<file path="config.mk">
export PLATFORM = sky130hd
export DESIGN_NAME = flash_cmd_ctrl
export DESIGN_NICKNAME = d
export VERILOG_FILES = /design/src/rtl/flash_cmd_pkg.sv /design/src/rtl/flash_bus_strobe.sv /design/src/rtl/flash_seq_dec.sv /design/src/rtl/flash_array.sv /design/src/rtl/flash_op_engine.sv /design/src/rtl/flash_cmd_ctrl.sv
export SDC_FILE = /design/constraint.sdc
export NUM_CORES = 2
export LEC_CHECK = 0
export CORE_MARGIN = 2
export CORE_UTILIZATION = 40
export CTS_CLUSTER_SIZE = 12
export DETAILED_ROUTE_END_ITERATION = 8
export SETUP_SLACK_MARGIN = 0.5
export SYNTH_ARGS = -nofsm -noshare
export SYNTH_HDL_FRONTEND = slang
export SYNTH_HIERARCHICAL = 1
export SYNTH_SLANG_ARGS = --single-unit
export TNS_END_PERCENT = 50
</file>
<file path="constraint.sdc">
create_clock -name clk_i -period 5.2 [get_ports clk_i]
set_input_delay 0.78 -clock clk_i [delete_from_list [all_inputs] [get_ports clk_i]]
set_output_delay 0.78 -clock clk_i [all_outputs]
set_load 0.02 [all_outputs]
</file>
<file path="src/rtl/flash_cmd_pkg.sv">
package flash_cmd_pkg;
  localparam logic [10:0] UL_ADDR_A = 11'h555;
  localparam logic [10:0] UL_ADDR_B = 11'h2AA;

  localparam logic [7:0] CD_UNLK_A = 8'hAA;
  localparam logic [7:0] CD_UNLK_B = 8'h55;
  localparam logic [7:0] CD_PROG   = 8'hA0;
  localparam logic [7:0] CD_ERASE  = 8'h80;
  localparam logic [7:0] CD_SECTOR = 8'h30;
  localparam logic [7:0] CD_CHIP   = 8'h10;
  localparam logic [7:0] CD_BYP_IN = 8'h20;
  localparam logic [7:0] CD_BYP_X1 = 8'h90;
  localparam logic [7:0] CD_BYP_X2 = 8'h00;
  localparam logic [7:0] CD_SUSP   = 8'hB0;
  localparam logic [7:0] CD_RESUME = 8'h30;

  typedef enum logic [2:0] {
    SQ_READ, SQ_UL1, SQ_UL2, SQ_PGM, SQ_ER0, SQ_ER1, SQ_ER2, SQ_BEX
  } seq_e;

  typedef enum logic [2:0] {
    OP_IDLE, OP_PROG, OP_PRE, OP_ERASE, OP_SUSP, OP_SPROG
  } op_e;

  typedef struct packed {
    logic prog;
    logic serase;
    logic cerase;
    logic susp;
    logic resume;
  } cmd_t;
endpackage

</file>
<file path="src/rtl/flash_bus_strobe.sv">
module flash_bus_strobe (
  input  logic clk_i,
  input  logic rst_ni,
  input  logic ce_ni,
  input  logic we_ni,
  input  logic oe_ni,
  input  logic inhibit_i,
  output logic wr_stb_o,
  output logic rd_stb_o
);
  logic we_q, oe_q;

  always_ff @(posedge clk_i or negedge rst_ni) begin
    if (!rst_ni) begin
      we_q <= 1'b1;
      oe_q <= 1'b1;
    end else begin
      we_q <= we_ni;
      oe_q <= oe_ni;
    end
  end

  // write counts on rising we, read on falling oe
  assign wr_stb_o = ~we_q & we_ni & ~ce_ni & ~inhibit_i;
  assign rd_stb_o = oe_q & ~oe_ni & ~ce_ni;
endmodule

</file>
<file path="src/rtl/flash_seq_dec.sv">
module flash_seq_dec
  import flash_cmd_pkg::*;
#(
  parameter int ADDR_W = 11
) (
  input  logic              clk_i,
  input  logic              rst_ni,
  input  logic              host_rst_ni,
  input  logic              wr_stb_i,
  input  logic [ADDR_W-1:0] addr_i,
  input  logic [7:0]        data_i,
  input  logic              busy_i,
  input  logic              erase_run_i,
  input  logic              susp_i,
  output cmd_t              cmd_o
);
  seq_e st_q, st_d;
  logic byp_q, byp_d;
  logic at_a, at_b;

  assign at_a = (addr_i == ADDR_W'(UL_ADDR_A));
  assign at_b = (addr_i == ADDR_W'(UL_ADDR_B));

  always_comb begin
    st_d  = st_q;
    byp_d = byp_q;
    cmd_o = '0;
    if (wr_stb_i) begin
      if (busy_i) begin
        if (erase_run_i && data_i == CD_SUSP) cmd_o.susp = 1'b1;
      end else begin
        case (st_q)
          SQ_READ: begin
            if (susp_i && data_i == CD_RESUME) cmd_o.resume = 1'b1;
            else if (byp_q) begin
              if (data_i == CD_PROG) st_d = SQ_PGM;
              else if (data_i == CD_BYP_X1) st_d = SQ_BEX;
            end else if (data_i == CD_UNLK_A && at_a) st_d = SQ_UL1;
          end
          SQ_UL1: st_d = (data_i == CD_UNLK_B && at_b) ? SQ_UL2 : SQ_READ;
          SQ_UL2: begin
            st_d = SQ_READ;
            if (at_a) begin
              if (data_i == CD_PROG) st_d = SQ_PGM;
              else if (data_i == CD_ERASE) st_d = SQ_ER0;
              else if (data_i == CD_BYP_IN) byp_d = 1'b1;
            end
          end
          SQ_PGM: begin
            cmd_o.prog = 1'b1;
            st_d = SQ_READ;
          end
          SQ_ER0: st_d = (data_i == CD_UNLK_A && at_a) ? SQ_ER1 : SQ_READ;
          SQ_ER1: st_d = (data_i == CD_UNLK_B && at_b) ? SQ_ER2 : SQ_READ;
          SQ_ER2: begin
            st_d = SQ_READ;
            if (data_i == CD_SECTOR) cmd_o.serase = 1'b1;
            else if (data_i == CD_CHIP && at_a) cmd_o.cerase = 1'b1;
          end
          SQ_BEX: begin
            st_d = SQ_READ;
            if (data_i == CD_BYP_X2) byp_d = 1'b0;
          end
          default: st_d = SQ_READ;
        endcase
      end
    end
  end

  always_ff @(posedge clk_i or negedge rst_ni) begin
    if (!rst_ni) begin
      st_q  <= SQ_READ;
      byp_q <= 1'b0;
    end else if (!host_rst_ni) begin
      st_q  <= SQ_READ;
      byp_q <= 1'b0;
    end else begin
      st_q  <= st_d;
      byp_q <= byp_d;
    end
  end


  seq_break_chk: assert property (@(posedge clk_i) disable iff (!rst_ni)
    (st_q == SQ_UL1 && wr_stb_i && !busy_i && !(data_i == CD_UNLK_B && at_b))
    |=> st_q == SQ_READ);


  host_rst_byp_chk: assert property (@(posedge clk_i) disable iff (!rst_ni)
    !host_rst_ni |=> (!byp_q && st_q == SQ_READ));
endmodule

</file>
<file path="src/rtl/flash_array.sv">
module flash_array #(
  parameter int NSEC      = 8,
  parameter int SEC_BYTES = 16,
  localparam int DEPTH    = NSEC * SEC_BYTES,
  localparam int IDX_W    = $clog2(DEPTH)
) (
  input  logic             clk_i,
  input  logic             rst_ni,
  input  logic             wr_en_i,
  input  logic [IDX_W-1:0] wr_idx_i,
  input  logic [7:0]       wr_data_i,
  input  logic             fill_en_i,
  input  logic [NSEC-1:0]  fill_mask_i,
  input  logic [7:0]       fill_val_i,
  input  logic [IDX_W-1:0] rd_idx_i,
  output logic [7:0]       rd_data_o
);
  logic [DEPTH*8-1:0] cells;

  for (genvar g = 0; g < DEPTH; g++) begin : g_cell
    logic [7:0] q;
    always_ff @(posedge clk_i or negedge rst_ni) begin
      if (!rst_ni) q <= 8'hFF;
      else if (fill_en_i && fill_mask_i[g / SEC_BYTES]) q <= fill_val_i;
      else if (wr_en_i && wr_idx_i == IDX_W'(g)) q <= q & wr_data_i;
    end
    assign cells[g*8 +: 8] = q;
  end

  assign rd_data_o = cells[{rd_idx_i, 3'b000} +: 8];
endmodule

</file>
<file path="src/rtl/flash_op_engine.sv">
module flash_op_engine
  import flash_cmd_pkg::*;
#(
  parameter int NSEC      = 8,
  parameter int SEC_BYTES = 16,
  parameter int PROG_CYC  = 20,
  parameter int PRE_CYC   = 30,
  parameter int ERASE_CYC = 40,
  localparam int SEC_W    = $clog2(NSEC),
  localparam int OFF_W    = $clog2(SEC_BYTES),
  localparam int IDX_W    = SEC_W + OFF_W
) (
  input  logic             clk_i,
  input  logic             rst_ni,
  input  logic             host_rst_ni,
  input  cmd_t             cmd_i,
  input  logic [IDX_W-1:0] idx_i,
  input  logic [7:0]       data_i,
  input  logic [NSEC-1:0]  prot_i,
  input  logic             rd_stb_i,
  input  logic [SEC_W-1:0] rd_sec_i,
  output logic             busy_o,
  output logic             erase_run_o,
  output logic             susp_o,
  output logic             wr_en_o,
  output logic [IDX_W-1:0] wr_idx_o,
  output logic [7:0]       wr_data_o,
  output logic             fill_en_o,
  output logic [NSEC-1:0]  fill_mask_o,
  output logic [7:0]       fill_val_o,
  output logic             status_sel_o,
  output logic [7:0]       status_o
);
  localparam int PC_W   = $clog2(PROG_CYC + 1);
  localparam int EC_MAX = (PRE_CYC > ERASE_CYC) ? PRE_CYC : ERASE_CYC;
  localparam int EC_W   = $clog2(EC_MAX + 1);

  op_e              st_q;
  logic             ph_q;
  logic [IDX_W-1:0] pidx_q;
  logic [7:0]       pdat_q;
  logic [NSEC-1:0]  mask_q;
  logic [PC_W-1:0]  pcnt_q;
  logic [EC_W-1:0]  ecnt_q;
  logic             tog_q;

  logic [SEC_W-1:0] cmd_sec;
  logic pdone, edone, prog_ok, susp_prog_ok, se_ok, ce_ok, prog_st, erase_st;

  assign cmd_sec      = idx_i[IDX_W-1:OFF_W];
  assign pdone        = (pcnt_q == '0);
  assign edone        = (ecnt_q == '0);
  assign prog_st      = (st_q == OP_PROG) || (st_q == OP_SPROG);
  assign erase_st     = (st_q == OP_PRE) || (st_q == OP_ERASE);
  assign prog_ok      = cmd_i.prog && !prot_i[cmd_sec];
  assign susp_prog_ok = prog_ok && !mask_q[cmd_sec];
  assign se_ok        = cmd_i.serase && !prot_i[cmd_sec];
  assign ce_ok        = cmd_i.cerase && (|(~prot_i));

  assign busy_o       = prog_st || erase_st;
  assign erase_run_o  = erase_st;
  assign susp_o       = (st_q == OP_SUSP);
  assign wr_en_o      = prog_st && pdone && host_rst_ni;
  assign wr_idx_o     = pidx_q;
  assign wr_data_o    = pdat_q;
  assign fill_en_o    = erase_st && edone && host_rst_ni;
  assign fill_mask_o  = mask_q;
  assign fill_val_o   = (st_q == OP_ERASE) ? 8'hFF : 8'h00;
  assign status_sel_o = busy_o || (susp_o && mask_q[rd_sec_i]);
  assign status_o     = {prog_st ? ~pdat_q[7] : 1'b0, tog_q, 6'b0};

  always_ff @(posedge clk_i or negedge rst_ni) begin
    if (!rst_ni) begin
      st_q   <= OP_IDLE;
      ph_q   <= 1'b0;
      pidx_q <= '0;
      pdat_q <= '0;
      mask_q <= '0;
      pcnt_q <= '0;
      ecnt_q <= '0;
      tog_q  <= 1'b0;
    end else if (!host_rst_ni) begin
      st_q   <= OP_IDLE;
      mask_q <= '0;
      tog_q  <= 1'b0;
    end else begin
      if (rd_stb_i && status_sel_o) tog_q <= ~tog_q;
      case (st_q)
        OP_IDLE: begin
          if (prog_ok) begin
            st_q   <= OP_PROG;
            pidx_q <= idx_i;
            pdat_q <= data_i;
            pcnt_q <= PC_W'(PROG_CYC - 1);
          end else if (se_ok || ce_ok) begin
            st_q   <= OP_PRE;
            mask_q <= se_ok ? (NSEC'(1) << cmd_sec) : ~prot_i;
            ecnt_q <= EC_W'(PRE_CYC - 1);
          end
        end
        OP_PROG: begin
          if (pdone) st_q <= OP_IDLE;
          else pcnt_q <= pcnt_q - 1'b1;
        end
        OP_PRE: begin
          if (cmd_i.susp) begin
            st_q <= OP_SUSP;
            ph_q <= 1'b0;
          end else if (edone) begin
            st_q   <= OP_ERASE;
            ecnt_q <= EC_W'(ERASE_CYC - 1);
          end else ecnt_q <= ecnt_q - 1'b1;
        end
        OP_ERASE: begin
          if (cmd_i.susp) begin
            st_q <= OP_SUSP;
            ph_q <= 1'b1;
          end else if (edone) begin
            st_q   <= OP_IDLE;
            mask_q <= '0;
          end else ecnt_q <= ecnt_q - 1'b1;
        end
        OP_SUSP: begin
          if (cmd_i.resume) st_q <= ph_q ? OP_ERASE : OP_PRE;
          else if (susp_prog_ok) begin
            st_q   <= OP_SPROG;
            pidx_q <= idx_i;
            pdat_q <= data_i;
            pcnt_q <= PC_W'(PROG_CYC - 1);
          end
        end
        OP_SPROG: begin
          if (pdone) st_q <= OP_SUSP;
          else pcnt_q <= pcnt_q - 1'b1;
        end
        default: st_q <= OP_IDLE;
      endcase
    end
  end


  prog_end_chk: assert property (@(posedge clk_i) disable iff (!rst_ni)
    (st_q == OP_PROG && pdone) |=> st_q == OP_IDLE);


  prot_block_chk: assert property (@(posedge clk_i) disable iff (!rst_ni)
    (st_q == OP_IDLE && (cmd_i.prog || cmd_i.serase) && prot_i[cmd_sec]) |=> st_q == OP_IDLE);


  abort_chk: assert property (@(posedge clk_i) disable iff (!rst_ni)
    !host_rst_ni |=> st_q == OP_IDLE);


  susp_hold_chk: assert property (@(posedge clk_i) disable iff (!rst_ni)
    (st_q == OP_SUSP) |=> $stable(ecnt_q));
endmodule

</file>
<file path="src/rtl/flash_cmd_ctrl.sv">
module flash_cmd_ctrl
  import flash_cmd_pkg::*;
#(
  parameter int ADDR_W    = 11,
  parameter int NSEC      = 8,
  parameter int SEC_BYTES = 16,
  parameter int PROG_CYC  = 20,
  parameter int PRE_CYC   = 30,
  parameter int ERASE_CYC = 40
) (
  input  logic              clk_i,
  input  logic              rst_ni,
  input  logic              host_rst_ni,
  input  logic              ce_ni,
  input  logic              we_ni,
  input  logic              oe_ni,
  input  logic [ADDR_W-1:0] addr_i,
  input  logic [7:0]        data_i,
  output logic [7:0]        data_o,
  input  logic              inhibit_i,
  input  logic [NSEC-1:0]   prot_i
);
  localparam int SEC_W = $clog2(NSEC);
  localparam int OFF_W = $clog2(SEC_BYTES);
  localparam int IDX_W = SEC_W + OFF_W;

  logic wr_stb, rd_stb, busy, erase_run, susp;
  cmd_t cmd;
  logic wr_en, fill_en, status_sel;
  logic [IDX_W-1:0] wr_idx;
  logic [7:0] wr_data, fill_val, status, arr_rd;
  logic [NSEC-1:0] fill_mask;

  flash_bus_strobe u_strobe (
    .clk_i, .rst_ni, .ce_ni, .we_ni, .oe_ni, .inhibit_i,
    .wr_stb_o(wr_stb), .rd_stb_o(rd_stb)
  );

  flash_seq_dec #(.ADDR_W(ADDR_W)) u_dec (
    .clk_i, .rst_ni, .host_rst_ni,
    .wr_stb_i(wr_stb), .addr_i, .data_i,
    .busy_i(busy), .erase_run_i(erase_run), .susp_i(susp),
    .cmd_o(cmd)
  );

  flash_op_engine #(
    .NSEC(NSEC), .SEC_BYTES(SEC_BYTES),
    .PROG_CYC(PROG_CYC), .PRE_CYC(PRE_CYC), .ERASE_CYC(ERASE_CYC)
  ) u_eng (
    .clk_i, .rst_ni, .host_rst_ni,
    .cmd_i(cmd), .idx_i(addr_i[IDX_W-1:0]), .data_i, .prot_i,
    .rd_stb_i(rd_stb), .rd_sec_i(addr_i[IDX_W-1:OFF_W]),
    .busy_o(busy), .erase_run_o(erase_run), .susp_o(susp),
    .wr_en_o(wr_en), .wr_idx_o(wr_idx), .wr_data_o(wr_data),
    .fill_en_o(fill_en), .fill_mask_o(fill_mask), .fill_val_o(fill_val),
    .status_sel_o(status_sel), .status_o(status)
  );

  flash_array #(.NSEC(NSEC), .SEC_BYTES(SEC_BYTES)) u_arr (
    .clk_i, .rst_ni,
    .wr_en_i(wr_en), .wr_idx_i(wr_idx), .wr_data_i(wr_data),
    .fill_en_i(fill_en), .fill_mask_i(fill_mask), .fill_val_i(fill_val),
    .rd_idx_i(addr_i[IDX_W-1:0]), .rd_data_o(arr_rd)
  );

  assign data_o = (!ce_ni && !oe_ni) ? (status_sel ? status : arr_rd) : 8'h00;


  inhibit_block_chk: assert property (@(posedge clk_i) disable iff (!rst_ni)
    inhibit_i |-> cmd == '0);
endmodule

</file>
==> key figures <==
Synthesis
  – Average size of a mapped cell: between 10 and 15 um2
  – Sequential-to-total area share from yosys stat: approximately 56%
  – Netlist Area Pre-Place: approximately 50000 um2
  – Commonest register cell after synthesis: dfstp_2
  – Synth top area share: between 50% and 60%
  – Count of different cell masters after synthesis: between 70 and 80
  – Synth async-reset ratio: 100%
  – Top cells by area, synth: dfstp_2, mux4_2, o21ai_0, nand2_1, dfrtp_1
  – YS warnings: 6
  – Gate Count Post-Synth: 4336
  – Yosys top cell by area: dfstp_2
  – Synth Register Bits: approximately 1.1k
  – Commonest cells in the netlist: nand2_1, o21ai_0, dfstp_2
  – Post-synth EDFFs: 0
  – Top-count cell post-synth: nand2_1

Placement
  – Final GP Congestion: approximately 0.88
  – DPL Wire Length: 100 mm
  – Post-Place Cells: around 5.9k
  – Port Buffer Count: 41
  – Placed Area: approximately 53000 um2

Pwr
  – Pleak: between 20 and 30 nW
  – P per Cell Area: 311 nW/um2
  – VDD IR max: roughly 0.25 mV

Status
  – Status: complete, no violations

Floorplanning
  – Core Area: about 120000 um2
  – Starting Density: 40.2%
  – Die height: 356 um
  – Row cnt: about 130
  – Die Footprint: about 130000 um2
  – Die X: ~360 um
  – I/O pin cnt: 42

Hold path
  – Hold Path Class: input pin to asynchronous set/reset pin

Routing
  – Router iterations before antenna repair: 6
  – Vias: approximately 37k
  – Drt initial violations: 4357
  – Final WL: about 160 mm
  – Post-DR wirelength/cell: 25.4 um
  – Drt drc: 0
  – Vias per cell: ~6.0
  – Antenna viol nets, final: 0

Critical path
  – Cell Chain, Critical Path: buf_8, buf_4, buf_4, mux4_2, mux4_2, mux4_2, mux2_2, mux2i_1, nor2_1, dlygate4sd2_1
  – Most frequent CP cell: mux4_2
  – Critical path's slowest cell: mux4_2
  – Crit path largest cell delay: approximately 600 ps
  – Worst Setup End Kind: primary output
  – CP Launch Type: input pin
  – WP data required: roughly 4400 ps
  – Critical path arrival: 3950 ps
  – Critical path class: input pin to primary output
  – Worst Path Max Fanout: 21

GRT
  – Initial antenna violation count: 9
  – Largest net degree at the start of global routing: roughly 140
  – Vias in the first global route: about 35k
  – GR Overflow Total: 0
  – First-pass GRT wire length: ~230 mm
  – GRT Resource Usage Total: 24.3%

Cells and area
  – Final Cell Area: between 50000 and 60000 um2
  – Final Core Density: 45.7%
  – Area delta synth->final: 13.7%
  – Share of layout cells above drive strength 1: between 40% and 50%
  – Final net count: between 4k and 5k
  – Non-filler instance count after layout: between 6k and 7k
  – Fill count: around 11k

Clock tree
  – Clk_lat worst skew: 700 ps
  – Hold buffer count at cts: 0
  – Total setup buffers inserted after CTS: 0
  – CTS buffer count: ~110
  – CTS tree: done
  – Max H-tree Level: 3
  – Clk sinks: about 1.1k
  – Clock Root Buffer: clkbuf_16
  – Worst-path clk slew: 60 ps
  – Clock buffer depth: 3

STA
  – Fin crit period: roughly 4700 ps
  – Final slew viol count: 0
  – Final clock skew: about 20 ps
  – F_max: 0.212 GHz
  – Worst slew pin tran: between 1000 and 1500 ps
  – Final setup violation count: 0
  – Final worst path period share: 90.9%
  – Hold_ws: between 200 and 250 ps
  – Setup TNS: 0 ps
  – Max-slew headroom: between 10% and 20%
  – Unrepaired setup endpoints after global routing: yes
  – Fin. Hold Viols: 0

Run
  – Total of max-cap violations: 0
[worst max-delay path, delay by kind of cell]
kind,cells,cell delay [ps]
buf+inv,4,1090
mux,5,1960
simple gates,1,60
[metal layers]
metal | share of wire (%) | GRT usage [%] | vias up
li1 | - | - | 15600
met1 | 42 | 35.1 | 19000
met2 | 45 | 36.6 | 1737
met3 | 9.5 | 5.46 | 264
met4 | 2.9 | 7.32 | 4
met5 | 0.024 | 0 | -
[layout by cell type, fill, tap and decap left out, types with 22 or more instances in the layout]
cell	n
o21ai_0	1034
mux4_2	338
buf_12	25
dfstp_2	1026
a31oi_1	107
nand2_1	1125
clkbuf_1	36
buf_4	163
nor2b_1	69
clkdlybuf4s50_1	27
nor2_1	24
clkbuf_16	116
dfrtp_1	43
a31oi_2	22
[cells by family after synthesis]
family | Yosys count | synth area share [%]
simple gates | 1333 | 11.2
compound gates | 1220 | 12.9
flops | 1069 | 56.5
mux | 387 | 16.5
buf+inv | 321 | 2.81
fa+ha+maj | 3 | 0.0756
xor+xnor | 2 | 0.0353
other cells | 1 | 0.00755
[path summary, 6_finish.rpt]
check / start / endpoint / slack (ps) / depth (start not counted)
worst min-delay path: rst_ni / u_eng/wr_data_o[4] / 210 / 1
worst min register to register: u_arr/g_cell[17].q[3] / u_arr/g_cell[17].q[3] / 480 / 2
worst max register to register: u_eng/st_q[2] / u_eng/wr_idx_o[6] / 1210 / 7
min in group clk_i: u_arr/g_cell[17].q[3] / u_arr/g_cell[17].q[3] / 480 / 2
max in group asynchronous: rst_ni / u_arr/g_cell[81].q[3] / 3770 / 3
worst max-delay path: addr_i[2] / data_o[1] / 470 / 10
[metrics by stage]
stage	worst slack, ps	power [mW]
2_1_floorplan	1010	9.28
3_3_place_gp	148	9.76
3_5_place_dp	117	9.78
4_1_cts	297	17.7
5_1_grt	440	18.2
6_report	474	17.6
[power breakdown]
| group | internal, mW | switching, mW | leakage [nW] |
|---|---|---|---|
| Sequential | 8.46 | 0.0932 | 11.1 |
| Clock | 4.57 | 3.33 | 1.75 |
| Combinational | 0.417 | 0.694 | 13.2 |
| Total | 13.4 | 4.12 | 26.0 |
[what timing repair did]
item	in CTS	in global routing
pin swaps	0	0
hold endpoints to repair	0	0
setup endpoints to repair	8	8
gates resized for setup	10	8
gates cloned	1	1
[final cells by class]
class                   count  area (um2)  share of cell area [%]
flip-flops and latches   1069       28000                    49.6
multi-input cells        2951       20400                    36.2
clock buffers             168        3250                    5.75
repair buffers            234        2290                    4.06
well taps                1637        2050                    3.63
clock inverters            26         310                   0.549
inverters                  14        52.6                  0.0930
diodes                     18        45.0                  0.0798
[state kept, by name, indices dropped and copies added (netlist names)]
signal             flops
u_arr/g_cell.q      1024
u_eng/fill_mask_o      8
u_eng/wr_data_o        8
u_eng/wr_idx_o         7
u_eng/ecnt_q           6
u_eng/pcnt_q           5
u_dec/st_q             3
u_eng/st_q             3
u_dec/byp_q            1
u_eng/ph_q             1
u_eng/tog_q            1
u_strobe/oe_q          1
u_strobe/we_q          1
No activity file was read; power rests on OpenSTA's default activity.
